`src/rtl/pm_wake_pkg.sv`:
```
`timescale 1ns/1ps
package pm_wake_pkg;

    localparam int REG_W    = 8;
    localparam int WAKE_BIT = 7;

    typedef enum logic {
        ST_SLEEP = 1'b0,
        ST_WORK  = 1'b1
    } pm_state_e;

endpackage

```
`src/rtl/pm_sleep_fsm.sv`:
```
`timescale 1ns/1ps
module pm_sleep_fsm
    import pm_wake_pkg::*;
#(
    parameter int NRES = 4
) (
    input  logic            clk,
    input  logic            rst_n,
    input  logic [NRES-1:0] resume_evt,
    input  logic [NRES-1:0] resume_en,
    input  logic            standby_expire,
    input  logic            sw_clr_wake,
    output pm_state_e       state,
    output logic            wake_q
);

    pm_state_e state_nx;
    logic      wake_nx;
    logic      resume_hit;

    assign resume_hit = |(resume_evt & resume_en);

    // State register
    always_ff @(posedge clk or negedge rst_n) begin
        if (!rst_n) begin
            state  <= ST_SLEEP;
            wake_q <= 1'b0;
        end else begin
            state  <= state_nx;
            wake_q <= wake_nx;
        end
    end

    // Transitions and wake flag
    always_comb begin
        state_nx = state;
        wake_nx  = wake_q;
        unique case (state)
            ST_SLEEP: begin
                if (resume_hit) begin
                    // WAKE_UP: hardware set wins over a software clear
                    state_nx = ST_WORK;
                    wake_nx  = 1'b1;
                end else if (sw_clr_wake) begin
                    wake_nx = 1'b0;
                end
            end
            ST_WORK: begin
                if (standby_expire) begin
                    // STANDBY: return to sleep and drop the wake flag
                    state_nx = ST_SLEEP;
                    wake_nx  = 1'b0;
                end else if (sw_clr_wake) begin
                    wake_nx = 1'b0;
                end
            end
            default: begin
                state_nx = ST_SLEEP;
                wake_nx  = 1'b0;
            end
        endcase
    end

endmodule

```
`src/rtl/pm_irq_status.sv`:
```
`timescale 1ns/1ps
module pm_irq_status #(
    parameter int NSRC = 4
) (
    input  logic            clk,
    input  logic            rst_n,
    input  logic [NSRC-1:0] src_pulse,
    input  logic            clr_en,
    input  logic [NSRC-1:0] clr_mask,
    output logic [NSRC-1:0] status,
    output logic            irq
);

    logic [NSRC-1:0] clr_bits;

    assign clr_bits = clr_en ? clr_mask : '0;

    genvar b;
    generate
        for (b = 0; b < NSRC; b++) begin : g_bit
            always_ff @(posedge clk or negedge rst_n) begin
                if (!rst_n)
                    status[b] <= 1'b0;
                else if (src_pulse[b])
                    status[b] <= 1'b1;      // set wins over clear
                else if (clr_bits[b])
                    status[b] <= 1'b0;
            end
        end
    endgenerate

    assign irq = |status;

endmodule

```
`src/rtl/pm_reg_rdmux.sv`:
```
`timescale 1ns/1ps
module pm_reg_rdmux
    import pm_wake_pkg::*;
#(
    parameter int ADDR_W   = 2,
    parameter int NSRC     = 4,
    parameter int CTL_ADDR = 0,
    parameter int DEV_ADDR = 1,
    parameter int FN_ADDR  = 2
) (
    input  logic [ADDR_W-1:0] reg_addr,
    input  logic              wake_q,
    input  logic              working,
    input  logic [NSRC-1:0]   dev_status,
    input  logic [NSRC-1:0]   fn_status,
    output logic [REG_W-1:0]  reg_rdata
);

    localparam int PAD_W = REG_W - NSRC;

    always_comb begin
        reg_rdata = '0;
        if (reg_addr == ADDR_W'(CTL_ADDR)) begin
            reg_rdata[WAKE_BIT] = wake_q;
            reg_rdata[0]        = working;
        end else if (reg_addr == ADDR_W'(DEV_ADDR)) begin
            reg_rdata = {{PAD_W{1'b0}}, dev_status};
        end else if (reg_addr == ADDR_W'(FN_ADDR)) begin
            reg_rdata = {{PAD_W{1'b0}}, fn_status};
        end
    end

endmodule

```
`src/rtl/pm_wake_status.sv`:
```
`timescale 1ns/1ps
module pm_wake_status
    import pm_wake_pkg::*;
#(
    parameter int ADDR_W = 2,
    parameter int NRES   = 4,
    parameter int NSRC   = 4
) (
    input  logic              clk,
    input  logic              rst_n,
    input  logic [ADDR_W-1:0] reg_addr,
    input  logic              reg_wr,
    input  logic [7:0]        reg_wdata,
    output logic [7:0]        reg_rdata,
    input  logic [NSRC-1:0]   dev_irq_pulse,
    input  logic [NSRC-1:0]   fn_irq_pulse,
    input  logic [NRES-1:0]   resume_evt,
    input  logic [NRES-1:0]   resume_en,
    input  logic              standby_expire,
    output logic              working,
    output logic              dev_irq,
    output logic              fn_irq
);

    localparam int CTL_ADDR = 0;
    localparam int DEV_ADDR = 1;
    localparam int FN_ADDR  = 2;
    localparam int NREG     = 2;

    pm_state_e state;
    logic      wake_q;
    logic      sw_clr_wake;

    logic [NREG-1:0][NSRC-1:0] pulses;
    logic [NREG-1:0][NSRC-1:0] stat;
    logic [NREG-1:0]           irqs;
    logic [NSRC-1:0]           dev_status;
    logic [NSRC-1:0]           fn_status;

    assign sw_clr_wake = reg_wr && (reg_addr == ADDR_W'(CTL_ADDR)) && reg_wdata[WAKE_BIT];

    pm_sleep_fsm #(.NRES(NRES)) u_fsm (
        .clk            (clk),
        .rst_n          (rst_n),
        .resume_evt     (resume_evt),
        .resume_en      (resume_en),
        .standby_expire (standby_expire),
        .sw_clr_wake    (sw_clr_wake),
        .state          (state),
        .wake_q         (wake_q)
    );

    assign pulses[0] = dev_irq_pulse;
    assign pulses[1] = fn_irq_pulse;

    genvar r;
    generate
        for (r = 0; r < NREG; r++) begin : g_irq
            logic clr_en_r;
            assign clr_en_r = reg_wr && (reg_addr == ADDR_W'(DEV_ADDR + r));
            pm_irq_status #(.NSRC(NSRC)) u_stat (
                .clk       (clk),
                .rst_n     (rst_n),
                .src_pulse (pulses[r]),
                .clr_en    (clr_en_r),
                .clr_mask  (reg_wdata[NSRC-1:0]),
                .status    (stat[r]),
                .irq       (irqs[r])
            );
        end
    endgenerate

    assign dev_status = stat[0];
    assign fn_status  = stat[1];
    assign dev_irq    = irqs[0];
    assign fn_irq     = irqs[1];
    assign working    = (state == ST_WORK);

    pm_reg_rdmux #(
        .ADDR_W   (ADDR_W),
        .NSRC     (NSRC),
        .CTL_ADDR (CTL_ADDR),
        .DEV_ADDR (DEV_ADDR),
        .FN_ADDR  (FN_ADDR)
    ) u_rdmux (
        .reg_addr   (reg_addr),
        .wake_q     (wake_q),
        .working    (working),
        .dev_status (dev_status),
        .fn_status  (fn_status),
        .reg_rdata  (reg_rdata)
    );

endmodule

```
`config.mk`:
```
export PLATFORM = sky130hd
export DESIGN_NAME = pm_wake_status
export DESIGN_NICKNAME = d
export VERILOG_FILES = /design/src/rtl/pm_wake_pkg.sv /design/src/rtl/pm_sleep_fsm.sv /design/src/rtl/pm_irq_status.sv /design/src/rtl/pm_reg_rdmux.sv /design/src/rtl/pm_wake_status.sv
export SDC_FILE = /design/constraint.sdc
export NUM_CORES = 1
export LEC_CHECK = 0
export BUFFER_PORTS_ARGS = -buffer_cell sky130_fd_sc_hd__buf_2
export CORE_UTILIZATION = 25
export DETAILED_ROUTE_END_ITERATION = 12
export MAX_ROUTING_LAYER = met4
export RECOVER_POWER = 50
export SETUP_SLACK_MARGIN = 0.1
export SLEW_MARGIN = 40
export SYNTH_ARGS = -nofsm -noshare
export SYNTH_HDL_FRONTEND = slang
export SYNTH_HIERARCHICAL = 1
export SYNTH_SLANG_ARGS = --single-unit
export TNS_END_PERCENT = 10
```
`constraint.sdc`:
```
create_clock -name clk -period 1.9 [get_ports clk]
set_input_delay 0.095 -clock clk [delete_from_list [all_inputs] [get_ports clk]]
set_output_delay 0.095 -clock clk [all_outputs]
set_load 0.05 [all_outputs]
```
# ---- Word-level counts from Yosys, hierarchy flattened
# Index checks and enable logic that the tools add are counted.
dict set report word_totals {
  reg_bits 10
  elab_cells 60
  out_inout_bits 11
  inputBits 30
}
dict set report classes {
  bitwise_logic 2
  eq_ne 2
  mux 30
  n_reduce_logical 16
}
# cell count
set ops {}
lappend ops {{$mux 1} 23}
lappend ops {{$mux 4} 4}
lappend ops {{$reduce_bool 2->1} 8}
lappend ops {{$reduce_or 4->1} 3}
lappend ops {{$mux 6} 1}
lappend ops {{$and 4x4->4} 1}
lappend ops {{$logic_and 1x1->1} 4}
lappend ops {{$pmux 1 s2} 2}
lappend ops {{$eq 2x1->1 const B} 1}
lappend ops {{$eq 2x2->1 const B} 1}
lappend ops {{$logic_not 2->1} 1}
lappend ops {{$not 1->1} 1}

# ---- Logic depth before layout (Yosys ltp)
# Gate-level depths: netlist of the first run.
dict set report logic_depth {
  depth_word 6
  ltp_mapped 3
  mapped_depth_nobuf 3
}

# ---- Cells and area by module
# Netlist of the first run, hierarchy kept.
# mod n_inst cells_each area_each_um2 seq_area_each_um2
set by_module_without_submodules {}
lappend by_module_without_submodules {pm_irq_status 2 13 153.9 100.1}
lappend by_module_without_submodules {pm_sleep_fsm 1 10 107.6 50.0}
lappend by_module_without_submodules {pm_reg_rdmux 1 12 106.4 0.0}
lappend by_module_without_submodules {pm_wake_status 1 3 32.5 0.0}

# ---- Worst setup path after synthesis of the first run
# No wires, ideal clock.
dict set report synth_timing {
  path_kind {register -> output}
  start {reg u_fsm.state}
  end {out reg_rdata[0]}
  arrival_ns 1.573
  n_path_buf 0
  required_time_ns 1.805
  stages_incl_launch_ff 3
  slack_ns 0.232
  cell_sequence {dfrtp_1 mux2i_1 o2bb2ai_1}
}
dict set report synth_via {
  elab_chain_cells 1
}
# element line
set synth_rtl {}
lappend synth_rtl {{from (decl)} pm_sleep_fsm.sv:13} ;# output pm_state_e state,
lappend synth_rtl {{from (signal assigned)} pm_sleep_fsm.sv:29} ;# state <= state_nx;
lappend synth_rtl {{$mux 1} pm_reg_rdmux.sv:23} ;# if (reg_addr == ADDR_W'(CTL_ADDR)) begin
lappend synth_rtl {{to (decl)} pm_wake_status.sv:14} ;# output logic [7:0] reg_rdata,
# Every way passes these cells.

# ---- Final worst setup path of the first run
dict set report layout_timing {
  start {reg g_irq[0].u_stat.status[1]}
  end {out dev_irq}
}
dict set report layout_via {
  elab_chain_cells 1
}
# element line
set layout_rtl {}
lappend layout_rtl {{from (decl)} pm_irq_status.sv:10} ;# output logic [NSRC-1:0] status,
lappend layout_rtl {{from (signal, indexed assignment)} pm_irq_status.sv:23} ;# status[b] <= 1'b0;
lappend layout_rtl {{from (signal, indexed assignment)} pm_irq_status.sv:25} ;# status[b] <= 1'b1;
lappend layout_rtl {{from (signal, indexed assignment)} pm_irq_status.sv:27} ;# status[b] <= 1'b0;
lappend layout_rtl {{$reduce_or 4->1} pm_irq_status.sv:32} ;# assign irq = |status;
lappend layout_rtl {{to (decl)} pm_wake_status.sv:21} ;# output logic dev_irq,
# Every way passes these cells.

==> run summary, run 1 <==
Clock Power Share -> 26.1%
Min-Delay Path Class -> in2reg
Pleak -> 0.0003622 µW
Die width -> 49.09 µm
RR Startpoint -> u_fsm/wake_q$_DFF_PN0_
Slew headroom -> 64.40%
Remaining DRCs -> 0
Largest net degree at the start of global routing -> 11
Die area -> 2409 µm²
Fin crit share -> 80.06%
Total clock sinks -> 10
Fin nets -> 121
Layout area overhead -> 41.53%
Worst-Skew Late Latency -> 260 ps
Mux cell area share after synthesis -> 1.806%
Critical-path cell list -> or4_1 > buf_2
FMAX -> 657.4 MHz
Via count -> 521
Routed len/inst -> 11.11 µm
Ys Warns -> 6
Skew final -> 0.03594 ps
Compound-Gate Fraction of Synth Area -> 23.02%
Pins Over Slew Limit -> 0
Power Total -> 532.6 µW
Worst setup EP type -> output pin
CTS tree -> done
Root Driver -> clkbuf_4
Post-layout minimum cycle time -> 1521 ps
Synth Instances -> 51
Layout cells sized above 1 -> 49.44%
Internal Power -> 358.9 µW
IO Count -> 41
Final setup violation count -> 0
Die H -> 49.09 µm
Gp weighted congestion -> 0.7348
Area of the core -> 2022 µm²
Worst Slack Setup Final -> 378.8 ps
Post-DP HPWL -> 1091 µm
Iter 0 DRT Violations -> 8
Yosys reg bits -> 10
Sequential-to-total area share from yosys stat -> 45.15%
PwrDens -> 678.9 nW/µm²
Detail Route Antenna Nets -> 0
Crit Path Max Fanout -> 3
Synth Area in Simple Gates -> 24.60%
Post-synth cell types -> 21
Num rows -> 16
XOR/XNOR Fraction of Synth Area -> 0%
Peak VDD IR -> 366.2 µV
Hold path cells -> 2
Vias per cell -> 4.491
Filler cells -> 216
Worst path max stage delay -> 540 ps
Gate power share -> 29.3%
Total CTS buffers -> 3
Required time of the critical path -> 1800 ps
Largest buffer count on any clock path -> 2
Commonest non-fill, non-tap cell in the layout -> buf_2
Mapped Avg Cell Area -> 10.87 µm²
Sw Share -> 32.61%
Worst-path clk slew -> 60 ps
Hold Fails Final Rpt -> 0
Total congestion overflow -> 0
Reg-to-Reg End -> u_fsm/wake_q$_DFF_PN0_
Sum Neg Setup Slack -> 0 ps
Kind of critical path -> reg2out
IO Port Bufs -> 34
Slowest cell on crit path -> or4_1
Status -> completed
R2r setup slk -> 960 ps
Hold EP -> g_irq[1].u_stat/status[3]$_DFFE_PN0P_
Worst Setup SP -> g_irq[0].u_stat/status[1]$_DFFE_PN0P_
Pre-CTS WS -> 665.5 ps
Layout Utilization -> 38.80%
Mapped Area -> 554.3 µm²
R2R depth -> 2
Most frequent cells in the layout -> 33 x buf_2, 10 x dfrtp_1, 8 x nand2_1, 6 x a21o_1
Synth Area in Adders -> 0%
Hold path startpoint -> fn_irq_pulse[3]
Postcts setup bufs -> 0
Sequential share of power -> 44.5%
Initial antenna violation count -> 0
Worst EP arrival -> 1430 ps
Worst Setup Start Kind -> flip-flop
Pre-Repair DR Iteration Count -> 2
H-tree lvl count -> 1
Worst Tran Pin Value -> 534.0 ps
Sw Pwr -> 173.7 µW
Gr usage total -> 11.78%
RSZ-0062 raised after global routing -> no
Max Cap Viol -> 0
Global-route wire length before repair -> 2104 µm
Initial core utilization -> 27.41%
Vias in the first global route -> 526
Antenna cells -> 0
Total wire length -> 1289 µm
Largest family of logic cells by synthesized area -> simple AND/OR/NAND/NOR gates
-- kinds of logic after synthesis --
family / count (synthesis)
other cells: 1
mux: 1
simple gates: 19
compound gates: 16
flops: 10
buf+inv: 4
-- state kept, by name, summed over array words and instances (netlist names) --
signal,count
u_fsm/state,1
u_fsm/wake_q,1
g_irq.u_stat/status,8
-- critical path: cells and delay by family (launching register included) --
kind | cells | cell delay (ps)
buffers and inverters | 1 | 230
and+or+nand+nor | 1 | 540
DFF | 1 | 400
-- worst max-delay path by stage --
| stage | endpoint | slack [ps] | depth (start not counted) |
|---|---|---|---|
| after floorplan | reg_rdata[0] | 230 | 2 |
| after global placement | dev_irq | 670 | 2 |
| after detailed placement | dev_irq | 670 | 2 |
| after CTS | dev_irq | 370 | 2 |
| after global routing | dev_irq | 350 | 2 |
| final | dev_irq | 380 | 2 |
-- per-layer routing --
layer	global-route usage, %	part of all wire, %	vias to the layer above
li1	-	-	261
met5	-	0	-
met3	2.492	6.4	2
met4	7.353	0.31	0
met1	13.58	47	236
met2	18.49	46	22
-- cell usage after synthesis --
cell / instances / area share (%)
conb_1: 1 / 0.68
or3b_1: 1 / 1.6
mux2i_1: 1 / 1.8
or4_1: 2 / 2.7
inv_1: 1 / 0.68
nand2_1: 8 / 5.4
nor3b_1: 1 / 1.4
a31oi_1: 1 / 1.1
or2b_1: 1 / 1.4
a22o_1: 3 / 4.7
dfrtp_1: 10 / 45
a21o_1: 6 / 8.1
a22oi_1: 2 / 2.7
a32oi_1: 1 / 1.6
a21o_2: 2 / 3.2
and4bb_2: 1 / 2.3
nor2b_4: 2 / 5.0
and3b_2: 2 / 3.6
and2_2: 1 / 1.4
o2bb2ai_1: 1 / 1.6
buf_4: 3 / 4.1
-- metrics by stage --
| stage | cell area (µm²) | cells | hold WS [ps] |
|---|---|---|---|
| finish | 784.5 | 116 | 13.19 |
| global route | 784.5 | 116 | 2.490 |
| CTS | 785.8 | 116 | 0.7937 |
| detailed placement | 743.2 | 111 | -32.24 |
| global placement | 743.2 | 111 | -36.73 |
| floorplan | 561.8 | 53 | -200.6 |
-- power by group through the flow --
stage                     clock, µW  sequential (µW)  combinational (µW)
after CTS                       149              237                 158
after floorplan                   0              249                94.9
final                           139              237                 156
after detailed placement          0              242                 155
after global routing            157              239                 168
after global placement            0              241                 153
-- final cells by class --
class                      count  area (µm²)  area share (%)
sequential                    10       250.2           31.90
clock buffer                   3       22.52           2.871
tap                           27       33.78           4.306
timing repair buffer          36       188.9           24.08
multi-input combinational     39       285.3           36.36
inverter                       1       3.754          0.4785
-- timing repair --
item                      CTS  global route
resized for setup           0             0
hold endpoints to repair   11             0
hold buffers                2             0
No activity file was read; power rests on OpenSTA's default activity.
==> run 2, diff against run 1 <==
==> constraint.sdc (replaced) <==
create_clock -name clk -period 1.3 [get_ports clk]
set_input_delay 0.065 -clock clk [delete_from_list [all_inputs] [get_ports clk]]
set_output_delay 0.065 -clock clk [all_outputs]
set_load 0.05 [all_outputs]
==> run summary, run 2 (synthesis gave the netlist of run 1 again) <==
Filler cells -> 193
Via count -> 541
Worst setup EP type -> output pin
Worst Tran Pin Value -> 543.1 ps
Crit path to -> dev_irq
Reg-to-Reg End -> u_fsm/wake_q$_DFF_PN0_
Total congestion overflow -> 0
M1 GR Usage -> 15.52%
Worst EP arrival -> 1360 ps
Post-layout minimum cycle time -> 1426 ps
Final cell count without fillers -> 126
Vias per cell -> 4.294
Root Driver -> clkbuf_4
RSZ-0062 raised after global routing -> yes
Die area -> 2409 µm²
R2r setup slk -> 360 ps
Detail Route Antenna Nets -> 0
Gp weighted congestion -> 0.7090
Kind of critical path -> reg2out
Critical-path cell list -> or4_4 > buf_8
Gr usage total -> 13.47%
Clock Power Share -> 24.9%
PwrDens -> 879.9 nW/µm²
Pre-Repair DR Iteration Count -> 4
Pre-CTS WS -> 106.7 ps
Layout area overhead -> 67.95%
Multi-input gate area -> 304.0 µm²
Register area -> 250.2 µm²
CTS tree -> done
Remaining DRCs -> 0
Layer with the highest usage -> met2
Status -> finished with violations
Vias in the first global route -> 566
Slowest cell on crit path -> or4_4
Iter 0 DRT Violations -> 6
Max FFs per register -> 8
Sw Pwr -> 264.0 µW
Layout cells sized above 1 -> 51.52%
Final setup violation count -> 2
Pins Over Slew Limit -> 0
M3 GR Usage -> 1.558%
Num rows -> 16
Worst Setup Start Kind -> flip-flop
Post-DP HPWL -> 1088 µm
Failing checks -> negative setup slack
Layout Utilization -> 46.04%
Hold path cells -> 3
FMAX -> 701.2 MHz
Fin crit share -> 109.7%
Routed len/inst -> 11.37 µm
Total CTS buffers -> 3
Buf/Inv on CP -> 1
Antenna cells -> 0
Initial core utilization -> 27.41%
RR Startpoint -> u_fsm/wake_q$_DFF_PN0_
Area of the core -> 2022 µm²
Max Cap Viol -> 0
Global-route wire length before repair -> 2325 µm
Internal Power -> 555.1 µW
Worst Slack Setup Final -> -126.2 ps
Die width -> 49.09 µm
Pleak -> 0.0004254 µW
Initial antenna violation count -> 0
Crit Path Max Fanout -> 2
Sequential share of power -> 42.4%
Skew final -> 0.02529 ps
IO Count -> 41
Largest buffer count on any clock path -> 2
Worst Setup SP -> g_irq[0].u_stat/status[2]$_DFFE_PN0P_
Die H -> 49.09 µm
Sw Share -> 32.23%
Gate power share -> 32.7%
Met2 Use GR -> 21.23%
Top flop regs -> g_irq.u_stat/status x8, u_fsm/state x1, u_fsm/wake_q x1
Total clock sinks -> 10
Total wire length -> 1432 µm
Peak VDD IR -> 422.1 µV
Slew headroom -> 63.79%
IO Port Bufs -> 34
Worst path max stage delay -> 550 ps
Largest net degree at the start of global routing -> 11
WP depth -> 2
Sum Neg Setup Slack -> -250.2 ps
# placed instances -> 111
Most frequent cells in the layout -> 28 x buf_2, 10 x dfrtp_1, 9 x dlygate4sd3_1, 8 x nand2_1, 6 x a21o_1
Worst-path clk slew -> 60 ps
R2R depth -> 2
Worst-Skew Late Latency -> 260 ps
Min-Delay Path Class -> in2reg
H-tree lvl count -> 1
Hold Fails Final Rpt -> 0
Commonest non-fill, non-tap cell in the layout -> buf_2
Fin nets -> 131
CP top delay family -> simple AND/OR/NAND/NOR gates
Biggest register -> g_irq.u_stat/status
Required time of the critical path -> 1240 ps
[run 2: changes by cell type in the layout (fill, tap and decap cells not counted), moves of 2 or more]
cell and change:
or4_4 +2, buf_2 -5, buf_4 +3, buf_6 +4
dlygate4sd3_1 +7, or4_1 -2
[run 2: worst min path at each step]
| stage | start | end | slack (ps) |
|---|---|---|---|
| final | standby_expire | u_fsm/wake_q$_DFF_PN0_ | 80 |
| after global routing | standby_expire | u_fsm/wake_q$_DFF_PN0_ | 80 |
| after CTS | standby_expire | u_fsm/wake_q$_DFF_PN0_ | 80 |
| after detailed placement | rst_n | g_irq[0].u_stat/status[0]$_DFFE_PN0P_ | -60 |
| after global placement | rst_n | g_irq[0].u_stat/status[0]$_DFFE_PN0P_ | -60 |
| after floorplan | rst_n | g_irq[0].u_stat/status[0]$_DFFE_PN0P_ | -230 |
[run 2: layer usage]
layer	share of wire, %	routed length, µm
met5	0	0
met4	1.5	22
met3	5.4	77
met2	49	704
met1	44	629
[run 2: what timing repair did]
item | 4_1_cts | 5_1_grt
endpoints found under the setup margin | 3 | 5
buffers inserted | 3 | 0
hold buffers | 9 | 0
pin swaps | 3 | 3
resized for setup | 12 | 1
hold endpoints to repair | 18 | 0
[run 2: area by class of cell]
type / instances / share of cell area, %
clock buffers: 3 / 2.419
inverters: 1 / 0.4032
multi-input cells: 39 / 32.66
flip-flops and latches: 10 / 26.88
well taps: 27 / 3.629
repair buffers: 46 / 34.01
[run 2: power by group through the flow]
stage	Sequential (µW)	Combinational [µW]	Clock (µW)
after floorplan	364	142	0
after global placement	353	229	0
after detailed placement	353	230	0
after CTS	347	267	213
after global routing	350	287	228
final	347	267	204
[run 2: through the flow]
step                area (µm²)  hold WS, ps  power [µW]
finish                   930.9        78.42       819.1
global route             930.9        78.37       864.6
CTS                      928.4        77.05       827.1
detailed placement       754.5       -61.88       583.3
global placement         754.5       -61.34       582.1
floorplan                573.1       -230.6       506.6
[run 2: tightest hold or removal path, delay by kind of cell]
family	cells	cell delay, ps
and+or+nand+nor	1	100
buffers and inverters	1	80
AOI/OAI and AO/OA	1	50
